`config.mk`:
```
export PLATFORM = sky130hd
export DESIGN_NAME = wdog_fault_det
export DESIGN_NICKNAME = d
export VERILOG_FILES = /design/src/rtl/wdog_pkg.sv /design/src/rtl/wdog_datapath.sv /design/src/rtl/wdog_control.sv /design/src/rtl/wdog_fault_det.sv
export SDC_FILE = /design/constraint.sdc
export NUM_CORES = 1
export LEC_CHECK = 0
export BUFFER_PORTS_ARGS = -buffer_cell sky130_fd_sc_hd__buf_2
export CORE_MARGIN = 4
export CORE_UTILIZATION = 60
export DETAILED_ROUTE_END_ITERATION = 10
export PLACE_DENSITY_LB_ADDON = 0.12
export SLEW_MARGIN = 20
export SYNTH_ARGS = -nofsm -noshare
export SYNTH_HDL_FRONTEND = slang
export SYNTH_SLANG_ARGS = --single-unit
```
`constraint.sdc`:
```
create_clock -name clk -period 6.1 [get_ports clk]
set_input_delay 0.915 -clock clk [delete_from_list [all_inputs] [get_ports clk]]
set_output_delay 0.915 -clock clk [all_outputs]
set_load 0.1 [all_outputs]
```
`src/rtl/wdog_pkg.sv`:
```
package wdog_pkg;
  // Strobes and settings passed from the control to the datapath
  typedef struct packed {
    logic       restart;
    logic       enable;
    logic [2:0] perCode;
    logic [1:0] pulCode;
  } wdCtrl_t;

  typedef enum logic { RD_IDLE = 1'b0, RD_ARMED = 1'b1 } rdState_t;
endpackage

```
`src/rtl/wdog_datapath.sv`:
```
module wdog_datapath
  import wdog_pkg::*;
#(
  parameter int unsigned TICKS_PER_MS = 1000,
  parameter int unsigned TICKS_PER_US = 1,
  parameter int unsigned SYNC_STAGES  = 2
) (
  input  logic    clk,
  input  logic    rstN,
  input  logic    usTick,
  input  logic    wdIn,
  input  wdCtrl_t ctrl,
  output logic    wdEdge,
  output logic    timeout,
  output logic    pulseActive
);
  localparam int unsigned BASE_TICKS = 200 * TICKS_PER_MS;
  localparam int unsigned CNT_W      = $clog2(BASE_TICKS * 64 + 1);
  localparam int unsigned PUL_MAX    = 10000 * TICKS_PER_US;
  localparam int unsigned PUL_W      = $clog2(PUL_MAX + 1);

  // Synchronizer, with one extra stage kept for edge detection
  logic [SYNC_STAGES:0] syncQ;
  always_ff @(posedge clk or negedge rstN) begin
    if (!rstN) syncQ <= '0;
    else       syncQ <= {syncQ[SYNC_STAGES-1:0], wdIn};
  end
  assign wdEdge = syncQ[SYNC_STAGES] ^ syncQ[SYNC_STAGES-1];

  // Window limit: the base window doubles with each code step
  logic [2:0]       shAmt;
  logic [CNT_W-1:0] limit;
  logic [CNT_W-1:0] winCnt;
  always_comb begin
    shAmt = ctrl.perCode - 3'd1;
    limit = CNT_W'(BASE_TICKS) << shAmt;
  end

  assign timeout = ctrl.enable && !ctrl.restart && !wdEdge && usTick &&
                   (winCnt == limit - CNT_W'(1));

  always_ff @(posedge clk or negedge rstN) begin
    if (!rstN)                                          winCnt <= '0;
    else if (!ctrl.enable || ctrl.restart || wdEdge || timeout) winCnt <= '0;
    else if (usTick)                                    winCnt <= winCnt + CNT_W'(1);
  end

  // Pulse width table, derived from the tick scale
  logic [PUL_W-1:0] pulseLen;
  logic [PUL_W-1:0] pulCnt;
  always_comb begin
    unique case (ctrl.pulCode)
      2'd0:    pulseLen = PUL_W'(10 * TICKS_PER_US);
      2'd1:    pulseLen = PUL_W'(100 * TICKS_PER_US);
      2'd2:    pulseLen = PUL_W'(1000 * TICKS_PER_US);
      default: pulseLen = PUL_W'(PUL_MAX);
    endcase
  end

  always_ff @(posedge clk or negedge rstN) begin
    if (!rstN)                         pulCnt <= '0;
    else if (timeout)                  pulCnt <= pulseLen;
    else if (usTick && pulCnt != '0)   pulCnt <= pulCnt - PUL_W'(1);
  end

  assign pulseActive = (pulCnt != '0);
endmodule

```
`src/rtl/wdog_control.sv`:
```
module wdog_control
  import wdog_pkg::*;
(
  input  logic    clk,
  input  logic    rstN,
  input  logic    cfgWe,
  input  logic [7:0] cfgData,
  input  logic    rdStat1,
  input  logic    rdStat2,
  input  logic    timeout,
  output wdCtrl_t ctrl,
  output logic    faultLatched
);
  logic [4:0] cfgReg;
  rdState_t   rdState;

  always_ff @(posedge clk or negedge rstN) begin
    if (!rstN)      cfgReg <= '0;
    else if (cfgWe) cfgReg <= cfgData[4:0];
  end

  always_comb begin
    ctrl.restart = cfgWe && (cfgData[2:0] != cfgReg[2:0]);
    ctrl.enable  = (cfgReg[2:0] != 3'd0);
    ctrl.perCode = cfgReg[2:0];
    ctrl.pulCode = cfgReg[4:3];
  end

  // Ordered read handshake: location 1 arms, location 2 consumes
  always_ff @(posedge clk or negedge rstN) begin
    if (!rstN)        rdState <= RD_IDLE;
    else if (rdStat1) rdState <= RD_ARMED;
    else if (rdStat2) rdState <= RD_IDLE;
  end

  always_ff @(posedge clk or negedge rstN) begin
    if (!rstN)                                  faultLatched <= 1'b0;
    else if (timeout)                           faultLatched <= 1'b1;
    else if (rdStat2 && rdState == RD_ARMED)    faultLatched <= 1'b0;
  end
endmodule

```
`src/rtl/wdog_fault_det.sv`:
```
module wdog_fault_det
  import wdog_pkg::*;
#(
  parameter int unsigned TICKS_PER_MS = 1000,
  parameter int unsigned TICKS_PER_US = 1,
  parameter int unsigned SYNC_STAGES  = 2
) (
  input  logic       clk,
  input  logic       rstN,
  input  logic       usTick,
  input  logic       wdIn,
  input  logic       cfgWe,
  input  logic [7:0] cfgData,
  input  logic       rdStat1,
  input  logic       rdStat2,
  input  logic       invFlag,
  input  logic       invPulse,
  output logic       faultOut,
  output logic       pulseOut
);
  wdCtrl_t ctrl;
  logic    timeout;
  logic    wdEdge;
  logic    pulseActive;
  logic    faultLatched;
  logic    wdEnable;

  wdog_control u_control (
    .clk(clk), .rstN(rstN), .cfgWe(cfgWe), .cfgData(cfgData),
    .rdStat1(rdStat1), .rdStat2(rdStat2), .timeout(timeout),
    .ctrl(ctrl), .faultLatched(faultLatched)
  );

  wdog_datapath #(
    .TICKS_PER_MS(TICKS_PER_MS), .TICKS_PER_US(TICKS_PER_US),
    .SYNC_STAGES(SYNC_STAGES)
  ) u_datapath (
    .clk(clk), .rstN(rstN), .usTick(usTick), .wdIn(wdIn), .ctrl(ctrl),
    .wdEdge(wdEdge), .timeout(timeout), .pulseActive(pulseActive)
  );

  assign wdEnable = ctrl.enable;
  assign faultOut = faultLatched ^ invFlag;
  assign pulseOut = pulseActive ^ invPulse;
endmodule

```
; After elaboration in Yosys (flattened, before gate mapping)
; Index checks and enable logic that the tools add are counted.
[word_totals]
register_bits = 48
input_bits = 17
out_inout_bits = 2
word_cells = 47
[op_classes]
n_addsub = 4
eq_ne = 4
shifts = 1
n_mux = 9
n_bitwise = 3
reduce_logical = 20
[ops]
columns = op, n
row1 = $mux W24, 2
row2 = $pmux W14 S3, 1
row3 = $mux W14, 2
row4 = $add A24 B1 Y24 const B, 1
row5 = $eq A24 B24 Y1, 1
row6 = $shl A18 B3 Y24 const A, 1
row7 = $sub A24 B1 Y24 const B, 1
row8 = $reduce_bool A14 Y1, 1
row9 = $sub A14 B1 Y14 const B, 1
row10 = $reduce_bool A2 Y1, 4
row11 = $logic_and A1 B1 Y1, 7
row12 = $mux W1, 4
row13 = $logic_not A1 Y1, 3
row14 = $logic_or A1 B1 Y1, 3
row15 = $ne A3 B3 Y1, 1
row16 = $reduce_bool A3 Y1, 1
row17 = $sub A3 B1 Y3 const B, 1
row18 = $xor A1 B1 Y1, 3
row19 = $eq A2 B1 Y1 const B, 1
row20 = $eq A2 B2 Y1 const B, 1
row21 = $logic_not A2 Y1, 1

; Longest topological paths before layout
[depth]
depth_word = 9
ltp_mapped = 16
ltp_nobuf = 12

; Modules after synthesis
; Synthesis repeated with hierarchy kept, for this count alone.
[hier_totals]
hier_cells = 345
area_unflattened_um2 = 3298.2
[by_module_without_submodules]
columns = module, n_inst, cells_per_inst, area_each_um2, seq_area_each_um2
row1 = wdog_datapath, 1, 321, 2974.1, 1026.0
row2 = wdog_control, 1, 22, 306.5, 175.2
row3 = wdog_fault_det, 1, 2, 17.5, 0.0

; Worst setup path after synthesis
; No wires, ideal clock.
[synth_path]
path_type = reg-to-reg
from = register u_control.cfgReg[0]
to = register u_datapath.pulCnt[1]
setup_time_ps = 125
t_arrival_ps = 3856
required_time_ps = 5975
path_slack_ps = 2119
stages_incl_launch_ff = 16
path_buffers = 3
synth_period_minus_slack_ps = 3981
path_cell_list = dfrtp_1 > buf_2 > inv_1 > ha_1 > xnor2_4 > clkbuf_1 > nand2_1 > ha_1 > xnor2_1 > or4_1 > nand3_1 > inv_1 > or4b_1 > or4_1 > buf_2 > mux2_4
[synth_between]
elab_chain_len = 8
word_cells_on_any_way = 14
cone_classes = add/sub (2) / eq/ne (2) / shift (1) / mux (1) / reduce/logical (8)
[synth_rtl]
columns = element, line
row1 = "start, declared", wdog_control.sv:14  ; logic [4:0] cfgReg;
row2 = "start signal, assigned", wdog_control.sv:19  ; else if (cfgWe) cfgReg <= cfgData[4:0];
row3 = branches (longest 6 deep; another with $sub A24 B1 Y24), n/a
row4 = $logic_and A1 B1 Y1 (*), wdog_datapath.sv:39  ; assign timeout = ctrl.enable && !ctrl.restart && !wdEdge && usTick &&
row5 = $mux W14 or $reduce_bool A2 Y1 (tied branches), n/a
row6 = "end signal, assigned", wdog_datapath.sv:62  ; else if (timeout) pulCnt <= pulseLen;
row7 = "end signal, assigned", wdog_datapath.sv:63  ; else if (usTick && pulCnt != '0) pulCnt <= pulCnt - PUL_W'(1);
row8 = "end, declared", wdog_datapath.sv:50  ; logic [PUL_W-1:0] pulCnt;
; Every way passes the cells marked *.
; A chain may end at the register's enable or synchronous reset.

; Worst setup path after layout
; Ends and elaborated chain as after synthesis.

==> flow_summary_export.csv <==
group,metric,value,unit
outcome,status,"completed",
pwr,power_density,264.2,nW/um2
placement,portBuffers,15,
pwr,p_int,587.1,uW
finish,stdcell_area,3418,um2
drt,route.met2.wl,2901,um
drt,first_pass_iters,4,
worst_setup_path,worstPathMaxFanout,20,
floorplan,core_area,5172,um2
finish,multi_input_area,1896,um2
clocking,clkTransAtPathRegs,90,ps
run,cap_violations,0,
floorplan,die_w,81.59,um
yosys,yosysUniqueCellTypes,52,
clocking,clockRootBuffer,"clkbuf_8",
pwr,power_frac_comb,0.309,
drt,post-route-drc-count,0,
sta,finalClockSkew,11.17,ps
pwr,netSwitchingFraction,0.3498,
floorplan,design.portCount,19,
pwr,irDropWorstVdd,0.1482,mV
yosys,synthCells,363,
drt,wl_per_cell,14.83,um
pwr,p_seq_frac,0.466,
placement,dp_cells,428,
worst_setup_path,crit_start,"u_control.cfgReg[0]",
finish,drive_gt1_frac,0.09016,
global_route,grt_pass1_vias,2468,
worst_setup_path,critPathCapture,"u_datapath.pulCnt[1]",
drt,met1_length,3106,um
pwr,p_total,903.0,uW
drt,met3_length,329,um
clocking,clock_sinks,48,
worst_setup_path,r2r_slack,1150,ps
min_path,worst_hold_path_type,"reg2reg",
yosys,synth_edf_count,0,
global_route,grtUsageTotal,0.2181,
sta,max_freq,202.1,MHz
global_route,grt_pass1_wl,11250,um
finish,area_delta_synth_final,5.198,%
sta,rsz0062_at_grt,"no",
worst_setup_path,r2r_end,"u_datapath.pulCnt[1]",
yosys,yosys_warnings,0,
clocking,cts_tree,"built",
clocking,ctsHtreeMaxLevel,2,
sta,fin_ws,1152,ps
worst_setup_path,cp-end-kind,"flop",
yosys,syn_nets,394,
drt,via_per_inst,5.842,
sta,hold_viol,0,
sta,period_needed,4948,ps
pwr,power_leakage,0.001457,uW
worst_setup_path,required,6300,ps
yosys,synth_area,3249,um2
finish,seqCellArea,1201,um2
placement,pre_cts_ws,1223,ps
yosys,avgSynthCellArea,8.951,um2
floorplan,dieArea,6657,um2
placement,dpl_cell_area,3319,um2
drt,wl,6467,um
drt,antenna_left,0,
yosys,synth-seq-cells,48,
placement,dp_hpwl,4630,um
finish,instances_no_fill,436,
worst_setup_path,start_kind,"flop",
pwr,clkPwrFrac,0.225,
sta,relSlewSlack,0.5073,
clocking,cts_hold_buf,0,
yosys,ys_seq_area_frac,0.3697,
clocking,clock_latency,310,ps
floorplan,initial_core_util,0.6282,
sta,finalCritPeriodShare,0.8112,
worst_setup_path,r2r-start,"u_control.cfgReg[0]",
yosys,synthArstFlopShare,1.000,
finish,diodes,0,
pwr,power.switching,315.8,uW
yosys,synth_top_flop_cell,"dfrtp_1",
sta,worst_pin_slew,733.8,ps
drt,drt_iter0_drc,204,
drt,vias,2547,
clocking,cts_inserted_buffers,5,
sta,setup_viol,0,
floorplan,die_h,81.59,um
floorplan,row_count,26,
worst_setup_path,r2r_cells,12,
finish,fill_cells,403,
placement,gp_congestion,0.8503,
worst_setup_path,path_class,"reg2reg",
sta,maxSlewViolCount,0,
global_route,globalRouteOverflowTotal,0,
worst_setup_path,worstPathArrival,5150,ps
clocking,ctsResizeCount,0,
drt,routed.top_layer,"met4",
finish,layout.nets,396,
global_route,grt_max_degree,49,
global_route,antenna_found_initial,0,
clocking,ctsLongestPathBuffers,2,
sta,finalSetupTns,0,ps
clocking,postCtsSetupBuffers,0,
## registers in the layout, indices dropped and copies added (netlist names)
register	flops
u_control.cfgReg	5
u_datapath.syncQ	3
u_control.rdState	1
u_datapath.pulCnt	14
u_control.faultLatched	1
u_datapath.winCnt	24
## critical path, cell delays in order, from the launching register on
cell	delay (ps)
dfrtp_1	750
inv_1	280
ha_1	500
xnor2_4	460
nand2_1	110
ha_1	310
xnor2_1	180
or4_1	470
nand3_1	100
inv_1	50
or4b_1	490
or4_1	740
mux2_4	400
## cells in the final DEF, fill, tap and decap left out, types with 2 or more instances in the layout
cell type	n
a211oi_1	3
a21boi_0	2
a21o_1	2
a21oi_1	13
a221o_1	2
a31oi_1	4
and2_1	4
and3_1	6
and3b_1	3
and4_1	4
buf_2	14
buf_4	2
clkbuf_8	6
dfrtp_1	48
ha_1	14
inv_1	13
mux2i_1	8
nand2_1	25
nand2b_1	3
nand3_1	16
nand4_1	11
nor2_1	40
nor2b_1	5
nor3_1	10
nor4_1	5
o211ai_1	4
o21ai_0	11
o21bai_1	3
o31ai_1	4
or3_1	5
or3b_2	2
or4_1	5
xnor2_1	31
xor2_1	19
## cell type report
cell class | count | area share
clock buffer | 6 | 0.02416
inverter | 14 | 0.01537
multi-input combinational | 280 | 0.5545
clock inverter | 2 | 0.004026
timing repair buffer | 16 | 0.02489
tap | 70 | 0.02562
sequential | 48 | 0.3514
## cell families after synthesis
logic type,Yosys count,synth area share
simple gates,150,0.2430
compound gates,55,0.1105
xor+xnor,51,0.1432
flops,48,0.3697
buf+inv,35,0.04698
fa+ha+maj,14,0.05391
mux,10,0.03273
## power groups by stage
stage / Combinational, uW / Clock, uW / Sequential (uW)
after CTS: 279 / 209 / 420
after detailed placement: 278 / 0 / 426
after floorplan: 234 / 0 / 408
final: 279 / 203 / 421
after global placement: 269 / 0 / 424
after global routing: 318 / 220 / 431
## per-layer routing
metal	GRT usage	vias up
met2	0.3518	56
met5	0	-
met4	0.08472	0
li1	-	1270
met3	0.03728	12
met1	0.2927	1209
## worst min-delay path by stage
stage,start,endpoint,slack (ps),cells after the start
2_1_floorplan,u_datapath.syncQ[0],u_datapath.syncQ[1],330,0
3_3_place_gp,u_datapath.syncQ[0],u_datapath.syncQ[1],330,0
3_5_place_dp,u_datapath.syncQ[0],u_datapath.syncQ[1],340,0
4_1_cts,u_datapath.syncQ[0],u_datapath.syncQ[1],360,0
5_1_grt,u_datapath.syncQ[0],u_datapath.syncQ[1],360,0
6_report,u_datapath.syncQ[0],u_datapath.syncQ[1],360,0
## cells in the mapped netlist (2+ instances only)
library cell | count | area, um2
dfrtp_1 | 48 | 1201
nor2_1 | 40 | 150.1
xnor2_1 | 31 | 271.5
nand2_1 | 25 | 93.84
xor2_1 | 19 | 166.4
nand3_1 | 16 | 80.08
ha_1 | 14 | 175.2
a21oi_1 | 13 | 65.06
clkbuf_1 | 13 | 48.80
inv_1 | 13 | 48.80
nand4_1 | 11 | 68.82
o21ai_0 | 11 | 55.05
nor3_1 | 10 | 50.05
mux2i_1 | 8 | 80.08
and3_1 | 6 | 37.54
buf_2 | 5 | 25.02
nor2b_1 | 5 | 31.28
nor4_1 | 5 | 31.28
or3_1 | 5 | 31.28
or4_1 | 5 | 37.54
a31oi_1 | 4 | 25.02
and2_1 | 4 | 25.02
and4_1 | 4 | 35.03
o211ai_1 | 4 | 30.03
o31ai_1 | 4 | 30.03
a211oi_1 | 3 | 22.52
and3b_1 | 3 | 26.28
nand2b_1 | 3 | 18.77
o21bai_1 | 3 | 22.52
a21boi_0 | 2 | 15.01
a21o_1 | 2 | 15.01
a221o_1 | 2 | 20.02
buf_6 | 2 | 22.52
or3b_2 | 2 | 17.52
## through the flow
stage | utilization | hold slack (ps)
2_1_floorplan | - | 331.2
3_3_place_gp | 0.6418 | 332.0
3_5_place_dp | 0.6418 | 340.2
4_1_cts | 0.6604 | 359.7
5_1_grt | 0.6609 | 364.2
6_report | 0.6609 | 355.3
No activity file was read; power rests on OpenSTA's default activity.
